[src/rtl/cpkt_pkg.sv]
package cpkt_pkg;

    localparam int BYTE_W     = 8;
    localparam int HDR_BYTES  = 16;
    localparam int HDR_IDX_W  = $clog2(HDR_BYTES);
    localparam int TF_AW      = 5;

    // header byte positions
    localparam int OFS_CTRL   = 2;
    localparam int OFS_LEN    = 3;
    localparam int OFS_NEXT   = 4;
    localparam int OFS_DESC   = 8;

    // control byte flags
    localparam int CF_VALID   = 0;
    localparam int CF_DATA    = 2;
    localparam int CF_IRQ     = 3;

    // address byte flags
    localparam int AF_SKIP    = 5;
    localparam int AF_END     = 7;

    // response bits
    localparam int RSP_DONE   = 0;
    localparam int RSP_PERR   = 1;
    localparam int RSP_DERR   = 3;

    typedef enum logic [1:0] {
        PS_IDLE  = 2'd0,
        PS_HDR   = 2'd1,
        PS_PAIRS = 2'd2,
        PS_RESP  = 2'd3
    } pstate_e;

    typedef struct packed {
        logic irq_en;
        logic has_data;
        logic valid;
    } ctrl_t;

    function automatic ctrl_t decode_ctrl(input logic [BYTE_W-1:0] b);
        ctrl_t c;
        c.valid    = b[CF_VALID];
        c.has_data = b[CF_DATA];
        c.irq_en   = b[CF_IRQ];
        return c;
    endfunction

    function automatic logic [BYTE_W-1:0] rsp_code(input logic perr, input logic derr);
        logic [BYTE_W-1:0] r;
        r = '0;
        if (perr)
            r[RSP_PERR] = 1'b1;
        else if (derr)
            r[RSP_DERR] = 1'b1;
        else
            r[RSP_DONE] = 1'b1;
        return r;
    endfunction

endpackage

[src/rtl/cpkt_hdr.sv]
module cpkt_hdr
    import cpkt_pkg::*;
#(
    parameter int PTR_W = 32,
    parameter int LEN_W = 8
) (
    input  logic                 clk,
    input  logic                 rst,
    input  logic                 acc,
    input  logic [HDR_IDX_W-1:0] idx,
    input  logic [BYTE_W-1:0]    data,
    output ctrl_t                ctrl,
    output logic [LEN_W-1:0]     len,
    output logic [PTR_W-1:0]     next_ptr,
    output logic [PTR_W-1:0]     desc_ptr
);
    localparam int PTR_BYTES = PTR_W / BYTE_W;

    always_ff @(posedge clk) begin
        if (rst) begin
            ctrl <= '0;
            len  <= '0;
        end else if (acc) begin
            if (idx == HDR_IDX_W'(OFS_CTRL))
                ctrl <= decode_ctrl(data);
            if (idx == HDR_IDX_W'(OFS_LEN))
                len <= LEN_W'(data);
        end
    end

    for (genvar g = 0; g < PTR_BYTES; g++) begin : g_lane
        always_ff @(posedge clk) begin
            if (rst) begin
                next_ptr[g*BYTE_W +: BYTE_W] <= '0;
                desc_ptr[g*BYTE_W +: BYTE_W] <= '0;
            end else if (acc) begin
                if (idx == HDR_IDX_W'(OFS_NEXT + g))
                    next_ptr[g*BYTE_W +: BYTE_W] <= data;
                if (idx == HDR_IDX_W'(OFS_DESC + g))
                    desc_ptr[g*BYTE_W +: BYTE_W] <= data;
            end
        end
    end

endmodule

[src/rtl/cpkt_walk.sv]
module cpkt_walk
    import cpkt_pkg::*;
#(
    parameter int LEN_W = 8
) (
    input  logic              clk,
    input  logic              rst,
    input  logic              load,
    input  logic [LEN_W-1:0]  len,
    input  logic              acc,
    input  logic [BYTE_W-1:0] data,
    output logic              addr_phase,
    output logic              fin_end,
    output logic              fin_over,
    output logic              tf_we,
    output logic [TF_AW-1:0]  tf_addr,
    output logic [BYTE_W-1:0] tf_data
);
    // pairs per 8-byte unit
    localparam int CNT_W = LEN_W + 2;

    logic              phase;
    logic [CNT_W-1:0]  rem;
    logic [BYTE_W-1:0] val;

    assign addr_phase = phase;
    assign fin_end    = acc && phase && data[AF_END];
    assign fin_over   = acc && phase && !data[AF_END] && (rem == CNT_W'(1));

    always_ff @(posedge clk) begin
        if (rst) begin
            phase   <= 1'b0;
            rem     <= '0;
            val     <= '0;
            tf_we   <= 1'b0;
            tf_addr <= '0;
            tf_data <= '0;
        end else begin
            tf_we <= 1'b0;
            if (load) begin
                phase <= 1'b0;
                rem   <= {len, 2'b00};
            end else if (acc) begin
                phase <= ~phase;
                if (!phase) begin
                    val <= data;
                end else begin
                    rem <= rem - CNT_W'(1);
                    if (!data[AF_SKIP]) begin
                        tf_we   <= 1'b1;
                        tf_addr <= data[TF_AW-1:0];
                        tf_data <= val;
                    end
                end
            end
        end
    end

endmodule

[src/rtl/cpkt_seq.sv]
module cpkt_seq
    import cpkt_pkg::*;
(
    input  logic                 clk,
    input  logic                 rst,
    input  logic                 start,
    input  logic                 in_valid,
    input  ctrl_t                ctrl,
    input  logic                 len_zero,
    input  logic                 fin_end,
    input  logic                 fin_over,
    input  logic                 dev_err,
    output logic                 in_ready,
    output logic                 hdr_acc,
    output logic                 pair_acc,
    output logic                 load,
    output logic [HDR_IDX_W-1:0] idx,
    output logic                 hdr_ok,
    output logic                 rsp_we,
    output logic [BYTE_W-1:0]    rsp_data,
    output logic                 irq
);
    localparam logic [HDR_IDX_W-1:0] IDX_LAST = HDR_IDX_W'(HDR_BYTES - 1);

    pstate_e state;
    logic    perr;
    logic    hdr_last;

    assign in_ready = (state == PS_HDR) || (state == PS_PAIRS);
    assign hdr_acc  = in_valid && (state == PS_HDR);
    assign pair_acc = in_valid && (state == PS_PAIRS);
    assign hdr_last = hdr_acc && (idx == IDX_LAST);
    assign load     = hdr_last && ctrl.valid && !len_zero;
    assign rsp_we   = (state == PS_RESP);
    assign rsp_data = rsp_code(perr, dev_err);
    assign irq      = rsp_we && ctrl.valid && ctrl.irq_en;

    always_ff @(posedge clk) begin
        if (rst) begin
            state  <= PS_IDLE;
            idx    <= '0;
            perr   <= 1'b0;
            hdr_ok <= 1'b0;
        end else begin
            unique case (state)
                PS_IDLE: begin
                    if (start) begin
                        state  <= PS_HDR;
                        idx    <= '0;
                        perr   <= 1'b0;
                        hdr_ok <= 1'b0;
                    end
                end
                PS_HDR: begin
                    if (hdr_acc) begin
                        idx <= idx + HDR_IDX_W'(1);
                        if (hdr_last) begin
                            hdr_ok <= ctrl.valid;
                            if (load) begin
                                state <= PS_PAIRS;
                            end else begin
                                state <= PS_RESP;
                                perr  <= 1'b1;
                            end
                        end
                    end
                end
                PS_PAIRS: begin
                    if (fin_end) begin
                        state <= PS_RESP;
                    end else if (fin_over) begin
                        state <= PS_RESP;
                        perr  <= 1'b1;
                    end
                end
                PS_RESP: state <= PS_IDLE;
                default: state <= PS_IDLE;
            endcase
        end
    end

endmodule

[src/rtl/cmdpkt_replayer.sv]
module cmdpkt_replayer
    import cpkt_pkg::*;
#(
    parameter int PTR_W = 32,
    parameter int LEN_W = 8
) (
    input  logic              clk,
    input  logic              rst,
    input  logic              start,
    input  logic [7:0]        in_data,
    input  logic              in_valid,
    output logic              in_ready,
    input  logic              dev_err,
    output logic              tf_we,
    output logic [4:0]        tf_addr,
    output logic [7:0]        tf_data,
    output logic              hdr_ok,
    output logic [PTR_W-1:0]  next_ptr,
    output logic [PTR_W-1:0]  desc_ptr,
    output logic              has_data,
    output logic              rsp_we,
    output logic [7:0]        rsp_data,
    output logic              irq
);
    ctrl_t                ctrl;
    logic [LEN_W-1:0]     len;
    logic [HDR_IDX_W-1:0] idx;
    logic                 hdr_acc;
    logic                 pair_acc;
    logic                 load;
    logic                 fin_end;
    logic                 fin_over;
    logic                 pair_phase;

    assign has_data = ctrl.has_data;

    cpkt_hdr #(.PTR_W(PTR_W), .LEN_W(LEN_W)) u_hdr (
        .clk      (clk),
        .rst      (rst),
        .acc      (hdr_acc),
        .idx      (idx),
        .data     (in_data),
        .ctrl     (ctrl),
        .len      (len),
        .next_ptr (next_ptr),
        .desc_ptr (desc_ptr)
    );

    cpkt_walk #(.LEN_W(LEN_W)) u_walk (
        .clk        (clk),
        .rst        (rst),
        .load       (load),
        .len        (len),
        .acc        (pair_acc),
        .data       (in_data),
        .addr_phase (pair_phase),
        .fin_end    (fin_end),
        .fin_over   (fin_over),
        .tf_we      (tf_we),
        .tf_addr    (tf_addr),
        .tf_data    (tf_data)
    );

    cpkt_seq u_seq (
        .clk      (clk),
        .rst      (rst),
        .start    (start),
        .in_valid (in_valid),
        .ctrl     (ctrl),
        .len_zero (len == '0),
        .fin_end  (fin_end),
        .fin_over (fin_over),
        .dev_err  (dev_err),
        .in_ready (in_ready),
        .hdr_acc  (hdr_acc),
        .pair_acc (pair_acc),
        .load     (load),
        .idx      (idx),
        .hdr_ok   (hdr_ok),
        .rsp_we   (rsp_we),
        .rsp_data (rsp_data),
        .irq      (irq)
    );

endmodule

[config.mk]
export PLATFORM = sky130hd
export DESIGN_NAME = cmdpkt_replayer
export DESIGN_NICKNAME = d
export VERILOG_FILES = /design/src/rtl/cpkt_pkg.sv /design/src/rtl/cpkt_hdr.sv /design/src/rtl/cpkt_walk.sv /design/src/rtl/cpkt_seq.sv /design/src/rtl/cmdpkt_replayer.sv
export SDC_FILE = /design/constraint.sdc
export NUM_CORES = 1
export LEC_CHECK = 0
export BUFFER_PORTS_ARGS = -buffer_cell sky130_fd_sc_hd__buf_4
export CAP_MARGIN = 30
export CORE_ASPECT_RATIO = 1.4
export CORE_UTILIZATION = 54
export DETAILED_ROUTE_END_ITERATION = 8
export HOLD_SLACK_MARGIN = 0.15
export PLACE_DENSITY = 0.9
export SYNTH_ARGS = -nofsm -noshare
export SYNTH_HDL_FRONTEND = slang
export SYNTH_SLANG_ARGS = --single-unit
[constraint.sdc]
create_clock -name clk -period 2.25 [get_ports clk]
set_input_delay 0.225 -clock clk [delete_from_list [all_inputs] [get_ports clk]]
set_output_delay 0.225 -clock clk [all_outputs]
set_load 0.01 [all_outputs]
### Word-level counts from Yosys, hierarchy flattened

Cells that the tools add are included.

| cells by class | value |
|---|---|
| $add $sub $neg | 2 |
| eq/ne operators | 22 |
| mux-type cells | 29 |
| bitwise gates (word level) | 4 |
| reduce and logical (&&, ||, !) cells | 40 |

Operators with widths:

| operator | count |
|---|---|
| $mux 10 | 3 |
| $reduce_and 2->1 | 12 |
| $eq 4x4->1 const B | 5 |
| $eq 4x3->1 const B | 4 |
| $mux 1 | 15 |
| $reduce_and 4->1 | 3 |
| $logic_and 1x1->1 | 11 |
| $eq 10x1->1 const B | 1 |
| $mux 2 | 5 |
| $sub 10x1->10 const B | 1 |
| $eq 4x2->1 const B | 2 |
| $logic_not 8->1 | 1 |
| $mux 4 | 2 |
| $ne 2x2->1 const B | 4 |
| $pmux 2 s4 | 1 |
| $pmux 4 s2 | 1 |
| $reduce_and 7->1 | 1 |
| $reduce_and 3->1 | 2 |
| $reduce_bool 2->1 | 3 |
| $add 4x1->4 const B | 1 |
| $eq 2x2->1 const B | 2 |
| $ne 2x1->1 const B | 2 |
| $not 1->1 | 4 |
| $reduce_or 4->1 | 1 |
| other kinds (9) | 10 |

| word-level totals | value |
|---|---|
| register bits after elaboration | 116 |
| input bits | 13 |
| output and inout bits | 91 |
| word-level logic and storage cells | 120 |

### Depth between registers and ports, before layout

Gate-level depths: netlist of the first run.

| logic depth | value |
|---|---|
| word-level depth | 9 |
| gate-level depth with buffers | 8 |
| mapped depth without buffers | 6 |

### Cells and area by module

Synthesis of the first run repeated with hierarchy kept, for this count alone.

| unflattened totals | value |
|---|---|
| cell total of the unflattened synthesis | 517 |
| area total of the unflattened synthesis | 5081.1 um^2 |

Modules (own cells, without submodules):

| module | times used | cells each | area an instance (um^2) | sequential area each (um^2) |
|---|---|---|---|---|
| cpkt_hdr | 1 | 272 | 3016.6 | 1501.4 |
| cpkt_walk | 1 | 158 | 1377.6 | 660.6 |
| cpkt_seq | 1 | 84 | 668.1 | 160.2 |
| cmdpkt_replayer | 1 | 3 | 18.8 | 0.0 |

### Worst setup path after synthesis of the first run

OpenSTA, ideal clock, no wires.

| timing | value |
|---|---|
| kind | reg2reg |
| start | register u_seq.state[0] |
| end | register u_walk.rem[9] |
| setup time | 91 ps |
| arrival | 1535 ps |
| required time | 2159 ps |
| setup slack | 624 ps |
| cell stages (with the launch flop) | 7 |
| buffers on the path | 0 |
| clock period less this slack | 1626 ps |
| path through | dfxtp_1 -> inv_1 -> ha_1 -> and3_4 -> nand3_1 -> or4_1 -> a311oi_1 |

| on the way | value |
|---|---|
| cells in the longest elaborated chain, start to end | 7 |
| elaborated cells on any way between the ends | 11 |
| those cells by class | eq/ne: 2; mux: 1; reduce/logical: 8 |

Ends and longest elaborated chain:

| item | RTL line | text |
|---|---|---|
| from (decl) | cpkt_seq.sv:25 | `pstate_e state;` |
| from (signal assigned) | cpkt_seq.sv:40 | `state <= PS_IDLE;` |
| from (signal assigned) | cpkt_seq.sv:48 | `state <= PS_HDR;` |
| from (signal assigned) | cpkt_seq.sv:60 | `state <= PS_PAIRS;` |
| $eq 2x1->1 | cpkt_seq.sv:30 | `assign hdr_acc = in_valid && (state == PS_HDR);` |
| $logic_and 1x1->1 | cpkt_seq.sv:30 |  |
| $logic_and 1x1->1 | cpkt_seq.sv:32 | `assign hdr_last = hdr_acc && (idx == IDX_LAST);` |
| $logic_and 1x1->1 (2 in series) | cpkt_seq.sv:33 | `assign load = hdr_last && ctrl.valid && !len_zero;` |
| $reduce_bool 2->1 (no source line) | n/a |  |
| $reduce_and 2->1 (no source line) | n/a |  |
| to (signal assigned) | cpkt_walk.sv:42 | `rem <= {len, 2'b00};` |
| to (signal assigned) | cpkt_walk.sv:48 | `rem <= rem - CNT_W'(1);` |
| to (decl) | cpkt_walk.sv:23 | `logic [CNT_W-1:0] rem;` |

Parallel ways exist; a longest one is shown, timed or not.
A chain may end at the register's enable or synchronous reset.

### Worst setup path in the final report of the first run

| timing | value |
|---|---|
| start | register u_seq.state[1] |
| end | register u_hdr.len[3] |

| on the way | value |
|---|---|
| cells in the longest elaborated chain, start to end | 3 |

Ends and longest elaborated chain:

| item | RTL line | text |
|---|---|---|
| $eq 2x1->1 | cpkt_seq.sv:30 |  |
| $logic_and 1x1->1 | cpkt_seq.sv:30 |  |
| $reduce_and 2->1 (no source line) | n/a |  |
| to (signal assigned) | cpkt_hdr.sv:27 | `len <= LEN_W'(data);` |
| to (decl) | cpkt_hdr.sv:13 | `output logic [LEN_W-1:0] len,` |

Every way passes these cells.

==> results of run 1 <==
-- sequential cells by signal, summed over array words and instances (netlist names) --
name and flops:
u_hdr.ctrl 3, u_hdr.desc_ptr 32, u_hdr.len 8, u_hdr.next_ptr 32, u_seq.hdr_ok 1, u_seq.idx 4, u_seq.perr 1, u_seq.state 2
u_walk.addr_phase 1, u_walk.rem 10, u_walk.tf_addr 5, u_walk.tf_data 8, u_walk.tf_we 1, u_walk.val 8
-- worst paths after layout --
check	depth (start not counted)	slack (ns)	endpoint	from
worst max register to register	6	0.12	u_hdr.len[3]$_SDFFE_PP0P_	u_seq.state[1]$_SDFFE_PP0P_
worst min-delay path	3	0.16	u_walk.val[0]$_SDFFE_PP0P_	in_data[0]
worst min register to register	2	0.48	u_walk.val[2]$_SDFFE_PP0P_	u_walk.val[2]$_SDFFE_PP0P_
worst max-delay path	6	0.12	u_hdr.len[3]$_SDFFE_PP0P_	u_seq.state[1]$_SDFFE_PP0P_
-- logic make-up (layout without fill, tap and decap cells) --
logic type / after synthesis / count (layout)
compound gates: 71 / 71
xor+xnor: 8 / 8
fa+ha+maj: 10 / 10
buf+inv: 53 / 145
flops: 116 / 116
mux: 79 / 79
other cells: 1 / 5
simple gates: 175 / 175
-- synthesized netlist by cell type (3+ instances only) --
master	instances	share of area, %
sky130_fd_sc_hd__xnor2_1	3	0.54
sky130_fd_sc_hd__mux2i_1	78	16
sky130_fd_sc_hd__inv_1	9	0.69
sky130_fd_sc_hd__nand2_1	8	0.62
sky130_fd_sc_hd__a21oi_1	27	2.8
sky130_fd_sc_hd__nand2b_1	7	0.90
sky130_fd_sc_hd__xor2_1	5	0.90
sky130_fd_sc_hd__ha_1	10	2.6
sky130_fd_sc_hd__nor2b_1	4	0.51
sky130_fd_sc_hd__a311oi_1	3	0.54
sky130_fd_sc_hd__clkbuf_1	25	1.9
sky130_fd_sc_hd__nor2_1	93	7.2
sky130_fd_sc_hd__dfxtp_1	116	48
sky130_fd_sc_hd__nor4_1	3	0.39
sky130_fd_sc_hd__nand3_1	29	3.0
sky130_fd_sc_hd__nand4_1	3	0.39
sky130_fd_sc_hd__buf_2	8	0.82
sky130_fd_sc_hd__a211oi_1	6	0.93
sky130_fd_sc_hd__nor2_4	7	1.6
sky130_fd_sc_hd__buf_4	8	1.2
sky130_fd_sc_hd__nor3_1	3	0.31
sky130_fd_sc_hd__o21ai_0	23	2.4
-- layer usage --
| layer | GRT usage, % | share of wire [%] | up-vias |
|---|---|---|---|
| li1 | - | - | 1919 |
| met1 | 33.9 | 37 | 2039 |
| met2 | 53.1 | 52 | 205 |
| met3 | 12.8 | 7.8 | 39 |
| met4 | 18.5 | 3.1 | 0 |
| met5 | 0 | 0 | - |
-- timing repair --
action	4_1_cts	5_1_grt
hold buffers	0	0
resized for setup	0	1
endpoints found under the setup margin	0	8
-- power by group through the flow --
| stage | registers (mW) | logic (mW) | clock network (mW) |
|---|---|---|---|
| 2_1_floorplan | 2.18 | 0.400 | 0 |
| 3_3_place_gp | 2.19 | 0.519 | 0 |
| 3_5_place_dp | 2.19 | 0.542 | 0 |
| 4_1_cts | 2.15 | 0.561 | 2.73 |
| 5_1_grt | 2.16 | 0.618 | 2.84 |
| 6_report | 2.15 | 0.573 | 2.73 |
-- worst reg2reg max path: cells and delay by family (launching register included) --
kind / cells / cell delay [ns]
adder cells (fa/ha/maj): 1 / 0.32
buffers and inverters: 1 / 0.11
flip-flops: 1 / 0.36
multiplexers: 1 / 0.28
AND/OR/NAND/NOR: 3 / 0.93
-- stage by stage --
stage / util, % / power (mW) / cell area [sq um] / hold WS [ns]
detailed placement: 64.8 / 2.73 / 5610 / 0.466
floorplan: - / 2.58 / 4880 / 0.373
finish: 71.7 / 5.46 / 6210 / 0.164
global route: 71.7 / 5.61 / 6210 / 0.170
global placement: 64.8 / 2.71 / 5610 / 0.450
CTS: 71.7 / 5.45 / 6210 / 0.160
-- final cells by class --
class                           instances  area (sq um)
Multi-Input combinational cell        348          2300
Sequential cell                       116          2320
Timing Repair Buffer                  104           818
Fill cell                             510          2450
Inverter                                9          33.8
Clock buffer                           19           443
Tap cell                              105           131
Clock inverter                         13           158
==> impl_metrics.xml, run 1 <==
<?xml version="1.0" encoding="UTF-8"?>
<metrics>
  <group name="status">
    <metric name="run_status" unit="">finished clean</metric>
  </group>
  <group name="route">
    <metric name="first_pass_iters" unit="">5</metric>
    <metric name="1st_iter_drt_viols" unit="">398</metric>
    <metric name="ant_nets" unit="">0</metric>
    <metric name="vias_per_cell" unit="">5.89</metric>
    <metric name="detail_route.wirelength" unit="um">14100</metric>
    <metric name="drcViolationCount" unit="">0</metric>
    <metric name="num_vias" unit="">4202</metric>
    <metric name="drt-wirelength-per-cell" unit="um">19.7</metric>
  </group>
  <group name="global_route">
    <metric name="pin_count_of_the_biggest_net_entering_global_routing" unit="">51</metric>
    <metric name="grt_first_pass_wirelength" unit="um">22300</metric>
    <metric name="grt_antenna_before_repair" unit="">0</metric>
    <metric name="grt_remaining_overflow" unit="">0</metric>
    <metric name="via_count_of_the_first_global_routing_pass" unit="">4400</metric>
    <metric name="grt.total_usage" unit="%">32.2</metric>
  </group>
  <group name="logic_synthesis">
    <metric name="synthCells" unit="">513</metric>
    <metric name="asyncSetResetFlopFracSynth" unit="%">0</metric>
    <metric name="netlist-cell-type-count" unit="">50</metric>
    <metric name="synth_sequential_area_ratio" unit="%">47.7</metric>
    <metric name="syn_area" unit="sq um">4860</metric>
    <metric name="yosys_most_used_dff" unit="">sky130_fd_sc_hd__dfxtp_1</metric>
    <metric name="synth_adder_area_share" unit="%">2.57</metric>
    <metric name="synthMuxAreaShare" unit="%">16.3</metric>
    <metric name="synth_edf_count" unit="">0</metric>
    <metric name="synth_compound_gate_area_share" unit="%">8.85</metric>
    <metric name="synth.avg_cell_area" unit="sq um">9.48</metric>
    <metric name="synth.ff_latch_count" unit="">116</metric>
    <metric name="ys.warnings.count" unit="">0</metric>
    <metric name="synth_xor_xnor_area_share" unit="%">1.44</metric>
    <metric name="largest_family_of_logic_cells_by_synthesized_area" unit="">simple AND/OR/NAND/NOR gates</metric>
    <metric name="simple_gate_fraction_of_synth_area" unit="%">17.8</metric>
  </group>
  <group name="layout">
    <metric name="fin_cells" unit="">714</metric>
    <metric name="areaGrowthSynthToFinish" unit="%">27.7</metric>
    <metric name="layout_common_cells" unit="">sky130_fd_sc_hd__dfxtp_1, sky130_fd_sc_hd__buf_4, sky130_fd_sc_hd__nor2_1</metric>
    <metric name="drive_above_1_share" unit="%">25.3</metric>
    <metric name="layout_commonest_cell" unit="">sky130_fd_sc_hd__dfxtp_1</metric>
    <metric name="antenna-diode-count" unit="">0</metric>
    <metric name="fin_nets" unit="">619</metric>
  </group>
  <group name="sta">
    <metric name="hold_viol" unit="">0</metric>
    <metric name="setup-tns-final" unit="ns">0</metric>
    <metric name="final_critical_path_setup_slack" unit="ns">0.120</metric>
    <metric name="timing.slew.headroom" unit="%">50.7</metric>
    <metric name="grt_setup_unrepaired" unit="">no</metric>
    <metric name="tightest_slew" unit="ns">0.733</metric>
    <metric name="setup_violations" unit="">0</metric>
    <metric name="finalWorstPathRequiredPeriod" unit="ns">2.13</metric>
    <metric name="fin_crit_sh" unit="%">94.7</metric>
    <metric name="maxSlewViolCount" unit="">0</metric>
    <metric name="fin_worst_skew" unit="ns">0.00525</metric>
    <metric name="fmax" unit="MHz">469</metric>
  </group>
  <group name="power">
    <metric name="ir_drop" unit="uV">656</metric>
    <metric name="netSwitchingFraction" unit="%">25.1</metric>
    <metric name="internal_power" unit="mW">4.09</metric>
    <metric name="power-per-cell-area" unit="nW/um^2">879</metric>
    <metric name="power_frac_comb" unit="%">10.5</metric>
    <metric name="clockPowerShare" unit="%">50.1</metric>
    <metric name="sequentialPowerShare" unit="%">39.4</metric>
    <metric name="p_sw" unit="mW">1.37</metric>
    <metric name="static-leakage-power" unit="nW">2.46</metric>
  </group>
  <group name="worst_hold_path">
    <metric name="type_of_the_most_critical_hold_path" unit="">in2reg</metric>
  </group>
  <group name="place">
    <metric name="dp_slack" unit="ns">0.177</metric>
    <metric name="hpwlAfterDp" unit="um">8210</metric>
    <metric name="gp_congestion" unit="">0.852</metric>
    <metric name="buffer_ports.inserted" unit="">98</metric>
    <metric name="place_inst" unit="">682</metric>
  </group>
  <group name="die">
    <metric name="row_count" unit="">40</metric>
    <metric name="chipHeight" unit="um">114</metric>
    <metric name="total_die_area" unit="sq um">9400</metric>
    <metric name="design.portCount" unit="">104</metric>
    <metric name="initial_core_util" unit="%">56.2</metric>
    <metric name="core" unit="sq um">8660</metric>
    <metric name="die_width" unit="um">82.2</metric>
  </group>
  <group name="clock_tree">
    <metric name="cts_sinks" unit="">116</metric>
    <metric name="tritoncts" unit="">built</metric>
    <metric name="post-cts-setup-buffers" unit="">0</metric>
    <metric name="cts-htree-levels" unit="">4</metric>
    <metric name="clk_transition_reported_paths" unit="ns">0.05</metric>
    <metric name="ctsLongestPathBuffers" unit="">2</metric>
    <metric name="clock_latency" unit="ns">0.42</metric>
    <metric name="root_buffer" unit="">sky130_fd_sc_hd__clkbuf_16</metric>
    <metric name="cts_buffers" unit="">17</metric>
  </group>
  <group name="worst_setup_path">
    <metric name="critical_path_class" unit="">reg2reg</metric>
    <metric name="setup.worst_path.start_class" unit="">flip-flop</metric>
    <metric name="critPathRequiredTime" unit="ns">2.53</metric>
    <metric name="cp_data_arrival_time" unit="ns">2.41</metric>
    <metric name="kind_of_capture_point_of_the_worst_setup_path" unit="">flip-flop</metric>
    <metric name="crit_path_max_fanout" unit="">13</metric>
    <metric name="critical_path.max_stage_delay" unit="ns">0.59</metric>
    <metric name="crit_path_top_delay_cell" unit="">sky130_fd_sc_hd__or3_1</metric>
    <metric name="cp_top_family" unit="">simple AND/OR/NAND/NOR gates</metric>
    <metric name="crit_path_cell_trace" unit="">inv_1, ha_2, nand3_1, or3_1, mux2i_1, nor2_1</metric>
    <metric name="cp_num_buf_inv" unit="">1</metric>
  </group>
  <group name="job">
    <metric name="maxCapViolations" unit="">0</metric>
  </group>
</metrics>
Note: power is estimated with default switching activity, not from simulation.
==> run 2: changes to the inputs <==
--- a/config.mk
+++ b/config.mk
@@ -8,10 +8,13 @@
 export BUFFER_PORTS_ARGS = -buffer_cell sky130_fd_sc_hd__buf_4
 export CAP_MARGIN = 30
 export CORE_ASPECT_RATIO = 1.4
-export CORE_UTILIZATION = 54
+export CORE_MARGIN = 10
+export CORE_UTILIZATION = 55
 export DETAILED_ROUTE_END_ITERATION = 8
 export HOLD_SLACK_MARGIN = 0.15
-export PLACE_DENSITY = 0.9
+export PLACE_DENSITY = 0.91
+export RECOVER_POWER = 25
 export SYNTH_ARGS = -nofsm -noshare
 export SYNTH_HDL_FRONTEND = slang
+export SYNTH_HIERARCHICAL = 1
 export SYNTH_SLANG_ARGS = --single-unit
==> run 2 against run 1 <==
  * Clock skew about the same
  * Combinational power up 7.0%
  * Count of clock-buffer cells in the layout up 5
  * Setup slack worse by 0.0069 ns
  * Sequential power about the same
  * Final cell count up 3.8%
  * Sequential cell count unchanged
  * Critical endpoint is now u_walk/val[6]$_SDFFE_PP0P_
  * Largest cell class is now multi-input gates
  * Largest power group unchanged
  * Highest routed layer unchanged
==> impl_metrics.xml, run 2 <==
<?xml version="1.0" encoding="UTF-8"?>
<metrics>
  <group name="status">
    <metric name="run_status" unit="">finished clean</metric>
  </group>
  <group name="die">
    <metric name="initial_core_util" unit="%">56.3</metric>
    <metric name="total_die_area" unit="sq um">13500</metric>
    <metric name="row_count" unit="">41</metric>
    <metric name="core" unit="sq um">9030</metric>
    <metric name="die_width" unit="um">101</metric>
    <metric name="design.portCount" unit="">104</metric>
    <metric name="chipHeight" unit="um">134</metric>
  </group>
  <group name="logic_synthesis">
    <metric name="synth_adder_area_share" unit="%">1.97</metric>
    <metric name="synth.ff_latch_count" unit="">116</metric>
    <metric name="synth_area_leader_cell" unit="">sky130_fd_sc_hd__dfxtp_1</metric>
    <metric name="synth_edf_count" unit="">0</metric>
    <metric name="netlist-cell-type-count" unit="">54</metric>
    <metric name="synth_sequential_area_ratio" unit="%">45.7</metric>
    <metric name="synth.avg_cell_area" unit="sq um">9.83</metric>
    <metric name="synth.most_common_cell" unit="">sky130_fd_sc_hd__dfxtp_1</metric>
    <metric name="ys.warnings.count" unit="">6</metric>
    <metric name="synth_xor_xnor_area_share" unit="%">0.345</metric>
    <metric name="largest_family_of_logic_cells_by_synthesized_area" unit="">simple AND/OR/NAND/NOR gates</metric>
    <metric name="simple_gate_fraction_of_synth_area" unit="%">24.6</metric>
    <metric name="fraction_of_synthesized_cell_area_taken_by_the_top_area_cell_type" unit="%">45.7</metric>
    <metric name="asyncSetResetFlopFracSynth" unit="%">0</metric>
    <metric name="syn_area" unit="sq um">5080</metric>
    <metric name="synth_top_cells_by_area" unit="">sky130_fd_sc_hd__dfxtp_1, sky130_fd_sc_hd__mux2i_1, sky130_fd_sc_hd__nand2b_1, sky130_fd_sc_hd__nand2_1, sky130_fd_sc_hd__a21oi_1</metric>
    <metric name="yosys_most_used_dff" unit="">sky130_fd_sc_hd__dfxtp_1</metric>
    <metric name="synth.cells.most_frequent" unit="">sky130_fd_sc_hd__dfxtp_1, sky130_fd_sc_hd__nand2b_1, sky130_fd_sc_hd__mux2i_1</metric>
    <metric name="synth_compound_gate_area_share" unit="%">6.16</metric>
    <metric name="synthMuxAreaShare" unit="%">16.5</metric>
    <metric name="synthCells" unit="">517</metric>
  </group>
  <group name="global_route">
    <metric name="grt_remaining_overflow" unit="">0</metric>
    <metric name="grt.total_usage" unit="%">20.5</metric>
    <metric name="pin_count_of_the_biggest_net_entering_global_routing" unit="">58</metric>
    <metric name="via_count_of_the_first_global_routing_pass" unit="">4385</metric>
    <metric name="grt_first_pass_wirelength" unit="um">22200</metric>
    <metric name="grt_antenna_before_repair" unit="">0</metric>
  </group>
  <group name="sta">
    <metric name="maxSlewViolCount" unit="">0</metric>
    <metric name="fmax" unit="MHz">468</metric>
    <metric name="fin_worst_skew" unit="ns">0.00526</metric>
    <metric name="setup_violations" unit="">0</metric>
    <metric name="finalWorstPathRequiredPeriod" unit="ns">2.14</metric>
    <metric name="tightest_slew" unit="ns">0.664</metric>
    <metric name="timing.slew.headroom" unit="%">55.7</metric>
    <metric name="fin_crit_sh" unit="%">95.0</metric>
    <metric name="grt_setup_unrepaired" unit="">no</metric>
    <metric name="hold_viol" unit="">0</metric>
    <metric name="setup-tns-final" unit="ns">0</metric>
  </group>
  <group name="route">
    <metric name="detail_route.wirelength" unit="um">14000</metric>
    <metric name="vias_per_cell" unit="">5.63</metric>
    <metric name="ant_nets" unit="">0</metric>
    <metric name="1st_iter_drt_viols" unit="">289</metric>
    <metric name="drcViolationCount" unit="">0</metric>
    <metric name="first_pass_iters" unit="">5</metric>
    <metric name="drt-wirelength-per-cell" unit="um">18.9</metric>
    <metric name="num_vias" unit="">4171</metric>
  </group>
  <group name="clock_tree">
    <metric name="cts-htree-levels" unit="">4</metric>
    <metric name="ctsLongestPathBuffers" unit="">2</metric>
    <metric name="cts_sinks" unit="">116</metric>
    <metric name="root_buffer" unit="">sky130_fd_sc_hd__clkbuf_16</metric>
    <metric name="clk_transition_reported_paths" unit="ns">0.05</metric>
    <metric name="cts_buffers" unit="">17</metric>
    <metric name="clock_latency" unit="ns">0.41</metric>
    <metric name="tritoncts" unit="">built</metric>
  </group>
  <group name="place">
    <metric name="place_area" unit="sq um">5870</metric>
    <metric name="hpwlAfterDp" unit="um">9260</metric>
    <metric name="gp_congestion" unit="">0.835</metric>
    <metric name="buffer_ports.inserted" unit="">98</metric>
    <metric name="place_inst" unit="">699</metric>
  </group>
  <group name="power">
    <metric name="ir_drop" unit="uV">659</metric>
    <metric name="fin_total_pwr" unit="mW">5.42</metric>
    <metric name="power-per-cell-area" unit="nW/um^2">847</metric>
    <metric name="static-leakage-power" unit="nW">2.87</metric>
  </group>
  <group name="layout">
    <metric name="layout_commonest_cell" unit="">sky130_fd_sc_hd__dfxtp_1</metric>
    <metric name="layout_top_registers" unit="">u_hdr/desc_ptr: 32 flops, u_hdr/next_ptr: 32 flops, u_walk/rem: 10 flops</metric>
    <metric name="drive_above_1_share" unit="%">18.9</metric>
    <metric name="postLayoutCellArea" unit="sq um">6400</metric>
    <metric name="antenna-diode-count" unit="">0</metric>
    <metric name="areaGrowthSynthToFinish" unit="%">26.1</metric>
    <metric name="final_standard_cell_utilization_of_the_core" unit="%">70.9</metric>
    <metric name="fin_nets" unit="">642</metric>
    <metric name="layout_common_cells" unit="">sky130_fd_sc_hd__dfxtp_1, sky130_fd_sc_hd__nand2b_1, sky130_fd_sc_hd__mux2i_1</metric>
    <metric name="fin_cells" unit="">741</metric>
  </group>
  <group name="worst_setup_path">
    <metric name="cp_data_arrival_time" unit="ns">2.41</metric>
    <metric name="crit_path_cell_trace" unit="">or4_1, nor2_1, nor4b_4, nor3b_1, buf_4, mux2i_1, nor2_1</metric>
    <metric name="crit_path_top_delay_cell" unit="">sky130_fd_sc_hd__or4_1</metric>
    <metric name="critical_path.max_stage_delay" unit="ns">0.54</metric>
    <metric name="kind_of_capture_point_of_the_worst_setup_path" unit="">flip-flop</metric>
    <metric name="crit_path_max_fanout" unit="">8</metric>
    <metric name="critical_path_class" unit="">reg2reg</metric>
    <metric name="critPathRequiredTime" unit="ns">2.53</metric>
    <metric name="setup.worst_path.start_class" unit="">flip-flop</metric>
    <metric name="timing.critical_path.mode_cell" unit="">sky130_fd_sc_hd__nor2_1</metric>
  </group>
  <group name="worst_hold_path">
    <metric name="type_of_the_most_critical_hold_path" unit="">in2reg</metric>
  </group>
  <group name="job">
    <metric name="maxCapViolations" unit="">0</metric>
  </group>
</metrics>
[run 2: changes by cell type after synthesis, sizes merged, moves of 5 or more]
cell	before	now
nand2b	7	85
a211oi	7	2
or4	2	9
mux2i	78	84
nand3	30	9
o21ai	24	6
nor2	102	25
a21oi	27	20
buf	18	13
nand2	8	41
[run 2: cells by family after synthesis]
logic type	Yosys count
mux	84
buf+inv	49
simple gates	209
flops	116
xor+xnor	2
fa+ha+maj	8
other cells	1
compound gates	48
[run 2: cell type report]
| class | count | area [sq um] |
|---|---|---|
| timing repair buffer | 121 | 743 |
| clock buffer | 24 | 502 |
| sequential | 116 | 2320 |
| tap | 107 | 134 |
| multi-input combinational | 356 | 2570 |
| clock inverter | 8 | 97.6 |
| fill | 626 | 2620 |
| inverter | 9 | 37.5 |
[run 2: routing by layer]
layer	global-route usage, %	part of all wire [%]	vias up
met4	9.94	3.5	0
met3	6.47	6.2	39
li1	-	-	1960
met1	21.0	38	2026
met2	36.0	52	146
met5	0	0	-
[run 2: what timing repair did]
item,4_1_cts,5_1_grt
gates resized for setup,0,7
setup endpoints to repair,0,19
hold endpoints to repair,14,0
hold buffers,9,0
setup buffers,0,1
[run 2: stage by stage]
step / worst slack, ns / hold WS, ns
after detailed placement: 0.0891 / 0.450
after CTS: 0.0789 / 0.213
after global routing: 0.00328 / 0.237
final: 0.113 / 0.227
after global placement: 0.181 / 0.436
after floorplan: 0.0377 / 0.361
[run 2: power breakdown]
part           total (mW)  internal, mW  leakage (nW)  switching, mW
registers            2.13          2.10         0.935         0.0316
clock network        2.68          1.77         0.288          0.913
logic               0.613         0.272          1.65          0.341
[run 2: worst paths after layout]
path	from	endpoint	slack [ns]	cells past startpoint
worst min register to register	u_walk/val[2]$_SDFFE_PP0P_	u_walk/tf_data[2]$_SDFFE_PP0P_	0.46	2
worst max-delay path	u_hdr/len[1]$_SDFFE_PP0P_	u_walk/val[6]$_SDFFE_PP0P_	0.11	7
worst max register to register	u_hdr/len[1]$_SDFFE_PP0P_	u_walk/val[6]$_SDFFE_PP0P_	0.11	7
worst min-delay path	in_valid	u_seq/idx[0]$_SDFFE_PP0P_	0.23	4
[run 2: critical path, delay by kind of cell, from the launching register on]
family	cells	cell delay, ns
buffers and inverters	1	0.24
DFF	1	0.33
muxes	1	0.23
and+or+nand+nor	5	1.20
==> run 3: changes to the inputs <==
--- a/config.mk
+++ b/config.mk
@@ -16,5 +16,4 @@
 export RECOVER_POWER = 25
 export SYNTH_ARGS = -nofsm -noshare
 export SYNTH_HDL_FRONTEND = slang
-export SYNTH_HIERARCHICAL = 1
 export SYNTH_SLANG_ARGS = --single-unit
==> constraint.sdc (replaced) <==
create_clock -name clk -period 2.7 [get_ports clk]
set_input_delay 0.27 -clock clk [delete_from_list [all_inputs] [get_ports clk]]
set_output_delay 0.27 -clock clk [all_outputs]
set_load 0.01 [all_outputs]
==> run 3 against run 2 <==
  * Clock power decreased by 13%
  * Final cell count shrank 3.9%
  * Hold slack lost 0.0087 ns
  * Largest power group unchanged
  * Sequential cell count unchanged
  * Final area is 6.5% lower
  * First-iteration DRC count increased by 89%
  * Die area shrank 3.5%
  * Critical endpoint is now u_hdr.len[2]$_SDFFE_PP0P_
  * Sequential share of layout area grew 2.5 points
  * Global-route usage is 3.6 points higher
  * Routed wire length up 14%
==> impl_metrics.xml, run 3 (synthesized netlist as in run 1, its figures left out) <==
<?xml version="1.0" encoding="UTF-8"?>
<metrics>
  <group name="status">
    <metric name="run_status" unit="">finished clean</metric>
  </group>
  <group name="clock_tree">
    <metric name="clock_latency" unit="ns">0.42</metric>
    <metric name="tritoncts" unit="">built</metric>
    <metric name="cts.hold.buffers_added" unit="">0</metric>
    <metric name="cts_buffers" unit="">17</metric>
    <metric name="ctsLongestPathBuffers" unit="">2</metric>
    <metric name="cts_sinks" unit="">116</metric>
    <metric name="root_buffer" unit="">sky130_fd_sc_hd__clkbuf_16</metric>
    <metric name="post-cts-setup-buffers" unit="">0</metric>
    <metric name="clk_transition_reported_paths" unit="ns">0.06</metric>
    <metric name="cts_resized" unit="">0</metric>
    <metric name="cts-htree-levels" unit="">4</metric>
  </group>
  <group name="worst_setup_path">
    <metric name="critical_path_class" unit="">reg2reg</metric>
    <metric name="crit_path_cell_trace" unit="">inv_1, ha_1, nand3_1, or3_1, mux2i_1, nor2_1</metric>
    <metric name="crit_path_max_fanout" unit="">13</metric>
    <metric name="worst_r2r_startpoint" unit="">u_seq.state[1]$_SDFFE_PP0P_</metric>
    <metric name="rrSetupSlack" unit="ns">0.35</metric>
    <metric name="cp_data_arrival_time" unit="ns">2.61</metric>
    <metric name="worst_setup_path_startpoint" unit="">u_seq.state[1]$_SDFFE_PP0P_</metric>
    <metric name="timing.rr.end" unit="">u_hdr.len[2]$_SDFFE_PP0P_</metric>
    <metric name="kind_of_capture_point_of_the_worst_setup_path" unit="">flip-flop</metric>
    <metric name="worstRegToRegCells" unit="">6</metric>
    <metric name="cp.depth" unit="">6</metric>
    <metric name="cp_num_buf_inv" unit="">1</metric>
    <metric name="setup.worst_path.start_class" unit="">flip-flop</metric>
    <metric name="critPathRequiredTime" unit="ns">2.96</metric>
    <metric name="crit_path_top_delay_cell" unit="">sky130_fd_sc_hd__or3_1</metric>
    <metric name="cp_top_family" unit="">simple AND/OR/NAND/NOR gates</metric>
    <metric name="crit_end" unit="">u_hdr.len[2]$_SDFFE_PP0P_</metric>
    <metric name="critical_path.max_stage_delay" unit="ns">0.60</metric>
  </group>
  <group name="layout">
    <metric name="drive_above_1_share" unit="%">16.8</metric>
    <metric name="areaGrowthSynthToFinish" unit="%">23.1</metric>
    <metric name="layout_common_cells" unit="">sky130_fd_sc_hd__dfxtp_1, sky130_fd_sc_hd__nor2_1, sky130_fd_sc_hd__mux2i_1</metric>
    <metric name="antenna-diode-count" unit="">0</metric>
    <metric name="fin_nets" unit="">617</metric>
    <metric name="layout_commonest_cell" unit="">sky130_fd_sc_hd__dfxtp_1</metric>
    <metric name="final_standard_cell_utilization_of_the_core" unit="%">69.5</metric>
    <metric name="layout_top_registers" unit="">u_hdr.desc_ptr: 32 flops, u_hdr.next_ptr: 32 flops, u_walk.rem: 10 flops</metric>
  </group>
  <group name="route">
    <metric name="first_pass_iters" unit="">6</metric>
    <metric name="num_vias" unit="">4325</metric>
    <metric name="1st_iter_drt_viols" unit="">545</metric>
    <metric name="ant_nets" unit="">0</metric>
    <metric name="drcViolationCount" unit="">0</metric>
    <metric name="drt-wirelength-per-cell" unit="um">22.5</metric>
    <metric name="vias_per_cell" unit="">6.07</metric>
    <metric name="detail_route.wirelength" unit="um">16000</metric>
  </group>
  <group name="global_route">
    <metric name="groute.layer.met3.usage" unit="%">8.18</metric>
    <metric name="grt_remaining_overflow" unit="">0</metric>
    <metric name="grt_antenna_before_repair" unit="">0</metric>
    <metric name="via_count_of_the_first_global_routing_pass" unit="">4538</metric>
    <metric name="grtUsageMet1" unit="%">24.8</metric>
    <metric name="global_route.usage.met2" unit="%">41.1</metric>
    <metric name="grt.total_usage" unit="%">24.1</metric>
    <metric name="grt_first_pass_wirelength" unit="um">25200</metric>
    <metric name="global_route.peak_usage_layer" unit="">met2</metric>
    <metric name="pin_count_of_the_biggest_net_entering_global_routing" unit="">73</metric>
  </group>
  <group name="die">
    <metric name="design.portCount" unit="">104</metric>
    <metric name="total_die_area" unit="sq um">13100</metric>
    <metric name="chipHeight" unit="um">131</metric>
    <metric name="row_count" unit="">40</metric>
    <metric name="core" unit="sq um">8610</metric>
    <metric name="die_width" unit="um">99.5</metric>
    <metric name="initial_core_util" unit="%">56.5</metric>
  </group>
  <group name="place">
    <metric name="buffer_ports.inserted" unit="">98</metric>
    <metric name="hpwlAfterDp" unit="um">8950</metric>
    <metric name="gp_congestion" unit="">0.861</metric>
  </group>
  <group name="worst_hold_path">
    <metric name="type_of_the_most_critical_hold_path" unit="">in2reg</metric>
  </group>
  <group name="sta">
    <metric name="timing.slew.headroom" unit="%">49.8</metric>
    <metric name="hold_viol" unit="">0</metric>
    <metric name="grt_setup_unrepaired" unit="">no</metric>
    <metric name="fmax" unit="MHz">425</metric>
    <metric name="finalWorstPathRequiredPeriod" unit="ns">2.35</metric>
    <metric name="maxSlewViolCount" unit="">0</metric>
    <metric name="tightest_slew" unit="ns">0.753</metric>
    <metric name="setup_violations" unit="">0</metric>
    <metric name="fin_worst_skew" unit="ns">0.00675</metric>
    <metric name="setup-tns-final" unit="ns">0</metric>
    <metric name="fin_crit_sh" unit="%">87.1</metric>
  </group>
  <group name="job">
    <metric name="maxCapViolations" unit="">0</metric>
  </group>
  <group name="power">
    <metric name="power-per-cell-area" unit="nW/um^2">767</metric>
    <metric name="ir_drop" unit="uV">677</metric>
    <metric name="static-leakage-power" unit="nW">2.23</metric>
  </group>
</metrics>
## run 3: changes by cell type in the layout (fill, tap and decap cells not counted), moves of 5 or more
cell	previous run	this run
sky130_fd_sc_hd__nor2_1	25	93
sky130_fd_sc_hd__nand2b_1	85	7
sky130_fd_sc_hd__dlygate4sd3_1	9	0
sky130_fd_sc_hd__nor2_4	0	7
sky130_fd_sc_hd__or4_1	7	2
sky130_fd_sc_hd__nand2_2	5	0
sky130_fd_sc_hd__a21oi_1	20	27
sky130_fd_sc_hd__buf_4	62	51
sky130_fd_sc_hd__o21ai_0	6	23
sky130_fd_sc_hd__mux2i_1	84	78
sky130_fd_sc_hd__nand2_1	36	8
sky130_fd_sc_hd__nand3_1	6	29
## run 3: power by group
| part | total (mW) | leakage, nW | switching, mW | internal, mW |
|---|---|---|---|---|
| Combinational | 0.479 | 1.00 | 0.299 | 0.180 |
| Sequential | 1.79 | 0.935 | 0.0398 | 1.75 |
| Clock | 2.32 | 0.295 | 0.829 | 1.49 |
## run 3: area by class of cell
type	count	area (sq um)
flip-flops and latches	116	2320
multi-input cells	348	2300
well taps	105	131
fillers	563	2620
repair buffers	102	591
clock inverters	13	155
inverters	9	33.8
clock buffers	19	453
## run 3: metrics by stage
| stage | hold WS [ns] | area (sq um) | power (mW) | setup WS, ns | instances |
|---|---|---|---|---|---|
| global placement | 0.453 | 5570 | 2.26 | 0.730 | 680 |
| finish | 0.218 | 5990 | 4.59 | 0.347 | 712 |
| floorplan | 0.418 | 4880 | 2.15 | 1.07 | 517 |
| detailed placement | 0.460 | 5570 | 2.28 | 0.591 | 680 |
| CTS | 0.204 | 6170 | 4.59 | 0.409 | 712 |
| global route | 0.213 | 5990 | 4.70 | 0.245 | 712 |
## run 3: worst min path at each step
stage / slack, ns / depth (start not counted) / from / endpoint
after global placement: 0.45 / 2 / u_walk.val[0]$_SDFFE_PP0P_ / u_walk.tf_data[0]$_SDFFE_PP0P_
after floorplan: 0.42 / 2 / in_data[0] / u_walk.tf_addr[0]$_SDFFE_PP0P_
final: 0.22 / 3 / in_data[6] / u_walk.val[6]$_SDFFE_PP0P_
after CTS: 0.20 / 3 / in_data[0] / u_walk.val[0]$_SDFFE_PP0P_
after detailed placement: 0.46 / 2 / u_walk.val[1]$_SDFFE_PP0P_ / u_walk.tf_data[1]$_SDFFE_PP0P_
after global routing: 0.21 / 3 / in_data[6] / u_walk.val[6]$_SDFFE_PP0P_
## run 3: metal layers
metal	part of all wire, %	wire (um)
met1	35	5550
met4	4.6	728
met2	52	8250
met3	9.1	1460
met5	0	0
## run 3: tightest hold or removal path, delay by kind of cell
family | cells | cell delay [ns]
compound gates | 1 | 0.06
buf+inv | 1 | 0.17
simple gates | 1 | 0.08
